===== src/rtl/lwg_pkg.sv =====
`timescale 1ns/1ps
// Shared types for the PWM/blink waveform generator.
// Assumes an 8-bit control word per port with a 5-bit duty field.
package lwg_pkg;
    localparam int DUTY_W  = 5;
    localparam int CTRL_W  = 8;
    localparam int BLINK_W = 4;

    typedef enum logic {
        WAVE_PWM   = 1'b0,
        WAVE_BLINK = 1'b1
    } wave_mode_e;

    typedef struct packed {
        logic              hold_en;
        logic              hold_lvl;
        wave_mode_e        mode;
        logic [DUTY_W-1:0] duty;
    } port_ctrl_t;
endpackage


===== src/rtl/lwg_timebase.sv =====
`timescale 1ns/1ps
// Shared timebase: a 5-bit PWM counter, plus a blink divider feeding a
// 4-bit blink slot counter. Everything advances only on tick.
// Assumes restart is already qualified by its enable; restart wins over tick.
module lwg_timebase
    import lwg_pkg::*;
#(
    parameter int SLOT_LOG2 = 8,
    parameter int SEL_W     = 3,
    parameter int SEL_MAX   = 6
) (
    input  logic               clk,
    input  logic               rst_n,
    input  logic               tick,
    input  logic               restart,
    input  logic [SEL_W-1:0]   blink_sel,
    output logic [DUTY_W-1:0]  pwm_cnt,
    output logic [BLINK_W-1:0] blink_slot
);
    localparam int DIV_W = SLOT_LOG2 + SEL_MAX;

    logic [SEL_W-1:0] sel_eff;
    logic [DIV_W:0]   span;
    logic [DIV_W-1:0] div_limit;
    logic [DIV_W-1:0] div_cnt;
    logic             slot_wrap;

    // Clamp the select, then derive the last divider value of one slot.
    always_comb begin
        sel_eff   = (int'(blink_sel) > SEL_MAX) ? SEL_W'(SEL_MAX) : blink_sel;
        span      = (DIV_W+1)'(1) << (SLOT_LOG2 + int'(sel_eff));
        div_limit = DIV_W'(span - 1'b1);
        slot_wrap = (div_cnt >= div_limit);
    end

    // PWM counter: free-running modulo 32 on tick.
    always_ff @(posedge clk) begin
        if (!rst_n || restart) begin
            pwm_cnt <= '0;
        end else if (tick) begin
            pwm_cnt <= pwm_cnt + 1'b1;
        end
    end

    // Blink divider and slot counter: the slot steps when the divider wraps.
    always_ff @(posedge clk) begin
        if (!rst_n || restart) begin
            div_cnt    <= '0;
            blink_slot <= '0;
        end else if (tick) begin
            if (slot_wrap) begin
                div_cnt    <= '0;
                blink_slot <= blink_slot + 1'b1;
            end else begin
                div_cnt <= div_cnt + 1'b1;
            end
        end
    end

    assert_idle_hold_R2: assert property (@(posedge clk) disable iff (!rst_n)
        (!tick && !restart) |=> ($stable(pwm_cnt) && $stable(blink_slot)));

    assert_restart_clears_R8: assert property (@(posedge clk) disable iff (!rst_n)
        restart |=> (pwm_cnt == '0 && blink_slot == '0 && div_cnt == '0));

    assert_slot_waits_R6: assert property (@(posedge clk) disable iff (!rst_n)
        (tick && !restart && (div_cnt < div_limit)) |=> $stable(blink_slot));
endmodule


===== src/rtl/lwg_port_wave.sv =====
`timescale 1ns/1ps
// One port's waveform: a phase-shifted PWM compare, a blink compare and
// the hold override, followed by a registered output.
// Assumes PHASE_OFS is already reduced modulo 32.
module lwg_port_wave
    import lwg_pkg::*;
#(
    parameter int PHASE_OFS = 0
) (
    input  logic               clk,
    input  logic               rst_n,
    input  port_ctrl_t         ctrl,
    input  logic [DUTY_W-1:0]  pwm_cnt,
    input  logic [BLINK_W-1:0] blink_slot,
    output logic               wave_out
);
    logic [DUTY_W-1:0] phase;
    logic              pwm_on;
    logic              blink_on;
    logic              level_nxt;

    // Select the next level: hold override first, then the chosen waveform.
    always_comb begin
        phase    = pwm_cnt - DUTY_W'(PHASE_OFS);
        pwm_on   = (phase < ctrl.duty);
        blink_on = (blink_slot < ctrl.duty[DUTY_W-1:1]);
        if (ctrl.hold_en) begin
            level_nxt = ctrl.hold_lvl;
        end else if (ctrl.mode == WAVE_BLINK) begin
            level_nxt = blink_on;
        end else begin
            level_nxt = pwm_on;
        end
    end

    // Output register, so the port never glitches between compares.
    always_ff @(posedge clk) begin
        if (!rst_n) begin
            wave_out <= 1'b0;
        end else begin
            wave_out <= level_nxt;
        end
    end

    assert_pwm_off_R3: assert property (@(posedge clk) disable iff (!rst_n)
        (!ctrl.hold_en && ctrl.mode == WAVE_PWM && ctrl.duty == '0) |=> !wave_out);

    assert_blink_off_R5: assert property (@(posedge clk) disable iff (!rst_n)
        (!ctrl.hold_en && ctrl.mode == WAVE_BLINK && ctrl.duty[DUTY_W-1:1] == '0) |=> !wave_out);

    assert_hold_level_R7: assert property (@(posedge clk) disable iff (!rst_n)
        ctrl.hold_en |=> (wave_out == $past(ctrl.hold_lvl)));
endmodule


===== src/rtl/led_wave_gen.sv =====
`timescale 1ns/1ps
// Top of the per-port PWM/blink generator. It holds one shared timebase
// and NPORTS port waveform units, each with a phase offset of
// port index times STAGGER.
// Assumes tick is a one-cycle enable at the oscillator rate.
module led_wave_gen
    import lwg_pkg::*;
#(
    parameter int NPORTS    = 4,
    parameter int STAGGER   = 8,
    parameter int SLOT_LOG2 = 8,
    parameter int SEL_W     = 3,
    parameter int SEL_MAX   = 6
) (
    input  logic                     clk,
    input  logic                     rst_n,
    input  logic                     tick,
    input  logic [NPORTS*CTRL_W-1:0] port_ctrl,
    input  logic [SEL_W-1:0]         blink_sel,
    input  logic                     timer_rst_en,
    input  logic                     timer_rst_req,
    output logic [NPORTS-1:0]        port_out
);
    localparam int PWM_SLOTS = 1 << DUTY_W;

    logic               restart;
    logic [DUTY_W-1:0]  pwm_cnt;
    logic [BLINK_W-1:0] blink_slot;

    // A restart request counts only when the restart option is enabled.
    always_comb restart = timer_rst_en & timer_rst_req;

    lwg_timebase #(
        .SLOT_LOG2 (SLOT_LOG2),
        .SEL_W     (SEL_W),
        .SEL_MAX   (SEL_MAX)
    ) u_timebase (
        .clk        (clk),
        .rst_n      (rst_n),
        .tick       (tick),
        .restart    (restart),
        .blink_sel  (blink_sel),
        .pwm_cnt    (pwm_cnt),
        .blink_slot (blink_slot)
    );

    for (genvar gi = 0; gi < NPORTS; gi++) begin : g_port
        localparam int OFS = (gi * STAGGER) % PWM_SLOTS;
        lwg_port_wave #(
            .PHASE_OFS (OFS)
        ) u_wave (
            .clk        (clk),
            .rst_n      (rst_n),
            .ctrl       (port_ctrl_t'(port_ctrl[gi*CTRL_W +: CTRL_W])),
            .pwm_cnt    (pwm_cnt),
            .blink_slot (blink_slot),
            .wave_out   (port_out[gi])
        );
    end

    assert_reset_low_R1: assert property (@(posedge clk)
        !rst_n |=> (port_out == '0));
endmodule


===== config.mk =====
export PLATFORM = sky130hd
export DESIGN_NAME = led_wave_gen
export DESIGN_NICKNAME = d
export VERILOG_FILES = /design/src/rtl/lwg_pkg.sv /design/src/rtl/lwg_timebase.sv /design/src/rtl/lwg_port_wave.sv /design/src/rtl/led_wave_gen.sv
export SDC_FILE = /design/constraint.sdc
export NUM_CORES = 1
export LEC_CHECK = 0
export ABC_AREA = 1
export CORE_ASPECT_RATIO = 2
export CORE_MARGIN = 2
export CORE_UTILIZATION = 55
export DETAILED_ROUTE_END_ITERATION = 6
export PLACE_DENSITY = 0.88
export SLEW_MARGIN = 0
export SYNTH_ARGS = -nofsm -noshare
export SYNTH_HDL_FRONTEND = slang
export SYNTH_HIERARCHICAL = 1
export SYNTH_SLANG_ARGS = --single-unit

===== constraint.sdc =====
create_clock -name clk -period 2.83 [get_ports clk]
set_input_delay 0.283 -clock clk [delete_from_list [all_inputs] [get_ports clk]]
set_output_delay 0.283 -clock clk [all_outputs]
set_load 0.03 [all_outputs]

==> results of run 1 <==
per-stage QoR:
step           instances  setup WS [ps]  hold slack, ps  total power [mW]
6_report             454          888.6           527.0            0.7937
5_1_grt              454          696.6           549.9            0.8404
4_1_cts              454          881.5           524.2            0.8002
3_5_place_dp         450          589.9           498.1            0.5796
3_3_place_gp         450          647.3           483.4            0.5728
2_1_floorplan        357           1149           461.9            0.4954
flip-flops by register name (all words and copies together) (netlist names):
| signal | cells |
|---|---|
| u_timebase/div_cnt | 14 |
| g_port.u_wave/wave_out | 4 |
| u_timebase/pwm_cnt | 5 |
| u_timebase/blink_slot | 4 |
cell type report:
cell class	count	area (µm²)	share of cell area, %
inverter	80	300.3	10.67
multi-input combinational	247	1424	50.60
clock buffer	3	41.29	1.467
sequential	27	540.5	19.21
clock inverter	1	5.005	0.1779
timing repair buffer	44	437.9	15.56
tap	52	65.06	2.312
cell families (layout without fill, tap and decap cells):
kind of cell,after synthesis,after routing,synth area share (%)
adders and majority gates,37,37,20.24
AOI/OAI and AO/OA,30,30,7.112
xor gates and xnor gates,11,11,4.212
buffers and inverters,83,128,14.11
and+or+nand+nor,168,168,30.25
DFF,27,27,23.63
muxes,1,1,0.4377
placed cells by master (no fill, tap or decap), drive strengths merged, types with 3 or more instances in the layout:
cell type / count
nor3: 3
clkbuf: 3
o21a: 4
nor2: 35
nand4: 4
xor2: 7
inv: 80
clkdlybuf4s50: 43
ha: 37
o21ai: 4
nand3: 14
a21oi: 20
nand2: 110
dfxtp: 27
xnor2: 4
power groups by stage:
| stage | clock network [mW] | registers [mW] | logic, mW |
|---|---|---|---|
| detailed placement | 0 | 0.403 | 0.177 |
| global placement | 0 | 0.403 | 0.170 |
| floorplan | 0 | 0.410 | 0.0857 |
| CTS | 0.228 | 0.394 | 0.177 |
| global route | 0.242 | 0.396 | 0.202 |
| finish | 0.222 | 0.395 | 0.177 |
final timing paths:
kind | startpoint | end | slack [ps] | cells after the start
worst min register to register | u_timebase/div_cnt[0] | u_timebase/div_cnt[0] | 530 | 2
worst max-delay path | blink_sel[1] | u_timebase/div_cnt[11] | 890 | 13
worst min-delay path | u_timebase/div_cnt[0] | u_timebase/div_cnt[0] | 530 | 2
worst max register to register | u_timebase/div_cnt[0] | u_timebase/div_cnt[12] | 1230 | 8
metal layers:
layer / GRT usage [%] / wire [µm] / vias up / share of wire [%]
met1: 21.23 / 1789 / 1012 / 35
li1: - / - / 1178 / -
met5: 0 / 0 / - / 0
met2: 49.89 / 2874 / 67 / 57
met3: 2.194 / 178 / 20 / 3.5
met4: 15.51 / 223 / 0 / 4.4
critical path, delay by kind of cell:
kind / cells / cell delay, ps
compound gates: 1 / 150
buf+inv: 2 / 500
fa+ha+maj: 1 / 220
simple gates: 9 / 1010
==> out/results.ini, run 1 <==
[setup_path]
timing.critical_path.slowest_stage_cell = sky130_fd_sc_hd__clkdlybuf4s50_1
timing.critical_path.arrival_ps = 2150
timing_worst_setup_path_type = in2reg
cp-start-kind = input port
required_ps = 3040
crit_path_cells = clkdlybuf4s50_1, or2_2, nand2_1, ha_1, nand2_1, inv_1, nand2_1, nand2_1, nor2_1, nand2_2, nand2_4, nand2_4, a21oi_1
critical_path_max_stage_delay_ps = 450
crit_top_cell = sky130_fd_sc_hd__nand2_1
endpoint_kind = flip-flop
crit_fanout = 14

[global_routing]
pin_count_of_the_biggest_net_entering_global_routing = 20
first_global_vias = 2360
grt_first_pass_wirelength_um = 9087
global_route.usage.total_pct = 24.28
initial_antenna_violation_count = 0
gr-total-overflow = 0

[layout]
layout-area-overhead-vs-synth_pct = 23.03
drive_gt1_share_pct = 2.985
postLayoutCoreUtil_pct = 69.54
postLayoutCellArea_um2 = 2814
n_antenna_cell = 0
n_fill_cell = 387
final_net_count = 480

[pwr]
power_report.internal_total_uw = 579.4
power.leakage_nw = 1.520
swShare_pct = 27.00
cellPowerDensity_nw_per_um2 = 282.1
seq_power_share_pct = 49.7
max-vdd-ir-drop_mv = 0.2394
power.net_switching_uw = 214.3
pwr-share-comb_pct = 22.3
clock_power_share_pct = 28.0

[cts]
post_cts_resize_count = 0
post_cts.repair.setup_buffers = 0
root_buffer = sky130_fd_sc_hd__clkbuf_8
sink_count = 27
cts_hold_repair.buffers = 0
cts.htree.levels = 1
clk_pin_slew_ps = 100
clock_path_buffers = 2
cts_tree = yes
worstSkewPairLatency_ps = 270
cts_buffers = 3

[detailed_routing]
drt_first_iter_violations = 24
routed_via_density = 5.015
avgRoutedWirePerCell_um = 11.16
postRouteWirelength_um = 5066
postRouteAntennaNets = 0
firstDrtPassIters = 4
drc = 0
via_count = 2277

[floorplan]
initial_core_util_pct = 56.52
dieWidth_um = 49.60
core_um2 = 4046
boundaryPins = 44
die_area_um2 = 4722
dieHeight_um = 95.20
std_cell_rows = 33

[yosys]
synthMostInstantiatedCell = sky130_fd_sc_hd__nand2_1
synth_sequential_area_ratio_pct = 23.63
postSynthCellCount = 357
yosys.area.top_type_share_pct = 23.63
ys_top_cells_by_area = sky130_fd_sc_hd__dfxtp_1, sky130_fd_sc_hd__ha_1, sky130_fd_sc_hd__nand2_1
number_of_flops_mapped_to_enable_cells_by_yosys = 0
postSynthRegisterBits = 27
synth_top_flop_cell = sky130_fd_sc_hd__dfxtp_1
post_synthesis_mean_instance_area_um2 = 6.407
synth_async_sr_flop_share_pct = 0
mappedNetlistNets = 434
synth_top_area_cell = sky130_fd_sc_hd__dfxtp_1
post_synth_instance_area_um2 = 2287
synth_cell_type_count = 25
synth_warnings = 6
post_synth_most_frequent_cells = sky130_fd_sc_hd__nand2_1, sky130_fd_sc_hd__inv_1, sky130_fd_sc_hd__ha_1

[sta]
max_freq_ghz = 0.5151
finalCritPeriodShare_pct = 68.60
timing_hold_violations_final = 0
worst_slew_margin_rel_pct = 68.08
tmin_final_ps = 1941
tns_ps = 0
grt_setup_unrepaired = no
transition_time_of_the_tightest_slew_check_pin_ps = 477.1
finalSetupViolations = 0
fin_skew_ps = 4.145
slew_violations = 0

[run]
max_cap_viol_count = 0

[outcome]
run_status = completed

[min_path]
hp-class = reg2reg

[placement]
placed_area_um2 = 2768
port-buffer-count = 43
dp.final_hpwl_um = 4150
globalplace.congestion = 0.7772

(Power assumes the default switching activity.)
==> run 2: changes to the inputs <==
--- a/config.mk
+++ b/config.mk
@@ -8,9 +8,9 @@
 export ABC_AREA = 1
 export CORE_ASPECT_RATIO = 2
 export CORE_MARGIN = 2
-export CORE_UTILIZATION = 55
+export CORE_UTILIZATION = 47
 export DETAILED_ROUTE_END_ITERATION = 6
-export PLACE_DENSITY = 0.88
+export PLACE_DENSITY = 0.8
 export SLEW_MARGIN = 0
 export SYNTH_ARGS = -nofsm -noshare
 export SYNTH_HDL_FRONTEND = slang
==> constraint.sdc (replaced) <==
create_clock -name clk -period 1.6 [get_ports clk]
set_input_delay 0.16 -clock clk [delete_from_list [all_inputs] [get_ports clk]]
set_output_delay 0.16 -clock clk [all_outputs]
set_load 0.03 [all_outputs]
==> run 2 against run 1 <==
Against the previous run: power rose by 82%; final area rose by 6.8%; via count fell by 3.2%; combinational power rose by 87%; critical path depth did not move; clock skew fell by 1.5 ps; largest cell class unchanged; largest power group unchanged; highest routed layer unchanged.
==> out/results.ini, run 2 (synthesis results as in run 1) <==
[outcome]
run_status = completed

[layout]
n_antenna_cell = 0  ; unchanged
layout-area-overhead-vs-synth_pct = 31.40
layout.cells.most_common = sky130_fd_sc_hd__nand2_1
biggestRegsByFlops = u_timebase/div_cnt (14), u_timebase/pwm_cnt (5)
drive_gt1_share_pct = 9.927  ; +6.9 points
layout_common_cells = sky130_fd_sc_hd__nand2_1, sky130_fd_sc_hd__inv_1, sky130_fd_sc_hd__clkdlybuf4s50_1, sky130_fd_sc_hd__ha_1, sky130_fd_sc_hd__nor2_1
final_net_count = 491  ; +2.3%
largest_register_ff_count = 14  ; unchanged
largest_register = u_timebase/div_cnt
postLayoutCellArea_um2 = 3005  ; +6.8%
postLayoutCoreUtil_pct = 62.95  ; -6.6 points

[sta]
timing_hold_violations_final = 0  ; unchanged
finalCritPeriodShare_pct = 93.07
transition_time_of_the_tightest_slew_check_pin_ps = 349.2  ; -127.8 ps
slew_violations = 0  ; unchanged
finalSetupViolations = 0  ; unchanged
max_freq_ghz = 0.6715
final.setup.worst_slack_ps = 110.9  ; -777.7 ps
tmin_final_ps = 1489
fin_skew_ps = 2.638  ; -1.507 ps
tns_ps = 0  ; unchanged
worst_slew_margin_rel_pct = 76.69  ; +8.6 points

[setup_path]
r2r-end = u_timebase/blink_slot[1]
timing_worst_setup_path_type = in2reg
endpoint_kind = flip-flop
crit_path_cells = dlygate4sd2_1, or2_4, nand2_2, ha_4, nand2_1, inv_1, nand2_1, nand2_1, nor2_2, nand2_2, nand2_4, nand2_8, a21oi_1
cp-start-kind = input port
path_buf_inv = 2  ; unchanged
timing.critical_path.slowest_stage_cell = sky130_fd_sc_hd__dlygate4sd2_1
worstSetupStartpoint = blink_sel[1]
setup.reg_to_reg.worst_slack_ps = 160  ; -1070 ps
required_ps = 1810  ; -1230 ps
regToRegStartpoint = u_timebase/div_cnt[0]
worstSetupEndpoint = u_timebase/div_cnt[11]
crit_top_cell = sky130_fd_sc_hd__nand2_1
worst_path_dominant_cell_family = simple AND/OR/NAND/NOR gates
critical_path_cell_count = 13  ; unchanged
timing.critical_path.arrival_ps = 1700  ; -450 ps
crit_fanout = 7  ; -7
rr_worst_depth = 8  ; unchanged
critical_path_max_stage_delay_ps = 250  ; -200 ps

[cts]
clock_path_buffers = 2  ; unchanged
sink_count = 27  ; unchanged
cts.htree.levels = 1  ; unchanged
root_buffer = sky130_fd_sc_hd__clkbuf_8
cts_buffers = 3  ; unchanged
clk_pin_slew_ps = 100  ; about the same
worstSkewPairLatency_ps = 280  ; about the same
cts_tree = yes
cts_hold_repair.buffers = 0  ; unchanged

[global_routing]
grt_first_pass_wirelength_um = 8204  ; -9.7%
gr-total-overflow = 0  ; unchanged
pin_count_of_the_biggest_net_entering_global_routing = 18  ; -10%
first_global_vias = 2008  ; -15%
initial_antenna_violation_count = 0  ; unchanged
global_route.usage.total_pct = 19.12  ; -5.2 points

[detailed_routing]
postRouteAntennaNets = 0  ; unchanged
avgRoutedWirePerCell_um = 10.17  ; -8.8%
firstDrtPassIters = 4  ; unchanged
postRouteWirelength_um = 4782  ; -5.6%
drt_first_iter_violations = 40  ; +67%
drc = 0  ; unchanged
routed_via_density = 4.689  ; -6.5%
via_count = 2204  ; -3.2%

[pwr]
pwr-share-comb_pct = 23.0  ; +0.7 points
power_report.internal_total_mw = 1.044  ; +80%
seq_power_share_pct = 48.3  ; -1.4 points
cellPowerDensity_nw_per_um2 = 479.9  ; +70%
max-vdd-ir-drop_mv = 0.7383  ; +210%
clock_power_share_pct = 28.8  ; +0.8 points
swShare_pct = 27.64  ; +0.64 points
power.leakage_nw = 1.586  ; +4.4%
power.net_switching_uw = 398.6  ; +86%

[floorplan]
dieHeight_um = 102.7  ; +7.8%
std_cell_rows = 36  ; +9.1%
boundaryPins = 44  ; unchanged
dieWidth_um = 53.33  ; +7.5%
core_um2 = 4775  ; +18%
initial_core_util_pct = 47.90  ; -8.6 points
die_area_um2 = 5474  ; +16%

[placement]
globalplace.congestion = 0.7858  ; +1.1%
dp.final_hpwl_um = 3621  ; -13%
dpl_worst_slack_ps = -453.2  ; -1043 ps
port-buffer-count = 43  ; unchanged
placed_area_um2 = 2819  ; +1.9%

[run]
max_cap_viol_count = 0  ; unchanged

[min_path]
hp-class = reg2reg
hold_path.startpoint = u_timebase/div_cnt[4]

==> run 2: how the worst min path moves through the flow <==
stage / endpoint / slack [ps] / cells after the start
final: u_timebase/div_cnt[4] / 530 / 2
after global routing: u_timebase/div_cnt[4] / 550 / 2
after CTS: u_timebase/div_cnt[0] / 500 / 2
after detailed placement: u_timebase/div_cnt[0] / 480 / 2
after global placement: u_timebase/div_cnt[0] / 480 / 2
after floorplan: g_port[0].u_wave/wave_out / 360 / 4
==> run 2: power groups by stage <==
stage | sequential, mW | combinational [mW] | clock [mW]
after floorplan | 0.725 | 0.151 | 0
after global placement | 0.712 | 0.311 | 0
after detailed placement | 0.712 | 0.317 | 0
after CTS | 0.696 | 0.324 | 0.441
after global routing | 0.698 | 0.379 | 0.459
final | 0.696 | 0.331 | 0.415
==> run 2: layout make-up <==
cell class / count / area [µm²]
clock inverter: 1 / 8.758
fill: 448 / 1769
sequential: 27 / 550.5
inverter: 80 / 300.3
tap: 57 / 71.32
multi-input combinational: 248 / 1519
clock buffer: 3 / 41.29
timing repair buffer: 54 / 514.2
==> run 2: tightest hold or removal path: stages (launching register included) <==
cell and delay (ps):
sky130_fd_sc_hd__dfxtp_1 340, sky130_fd_sc_hd__o22ai_1 80, sky130_fd_sc_hd__nor2_1 90
==> run 2: layer usage <==
metal,part of all wire [%],GRT usage [%],vias to the layer above
li1,-,-,1204
met1,48,25.02,959
met2,48,32.76,37
met3,3.3,2.174,4
met4,0.65,4.536,0
met5,0,0,-
==> run 2: timing repair <==
action,CTS,global route
setup endpoints to repair,18,18
gates cloned,1,0
setup buffers,1,3
gates resized for setup,7,20
pin swaps,5,9
==> run 2: stage by stage <==
step | total power [mW] | std cells | hold slack [ps]
3_5_place_dp | 1.028 | 461 | 484.8
4_1_cts | 1.461 | 467 | 498.1
3_3_place_gp | 1.023 | 461 | 481.4
2_1_floorplan | 0.8763 | 357 | 356.6
6_report | 1.442 | 470 | 530.3
5_1_grt | 1.537 | 470 | 548.6
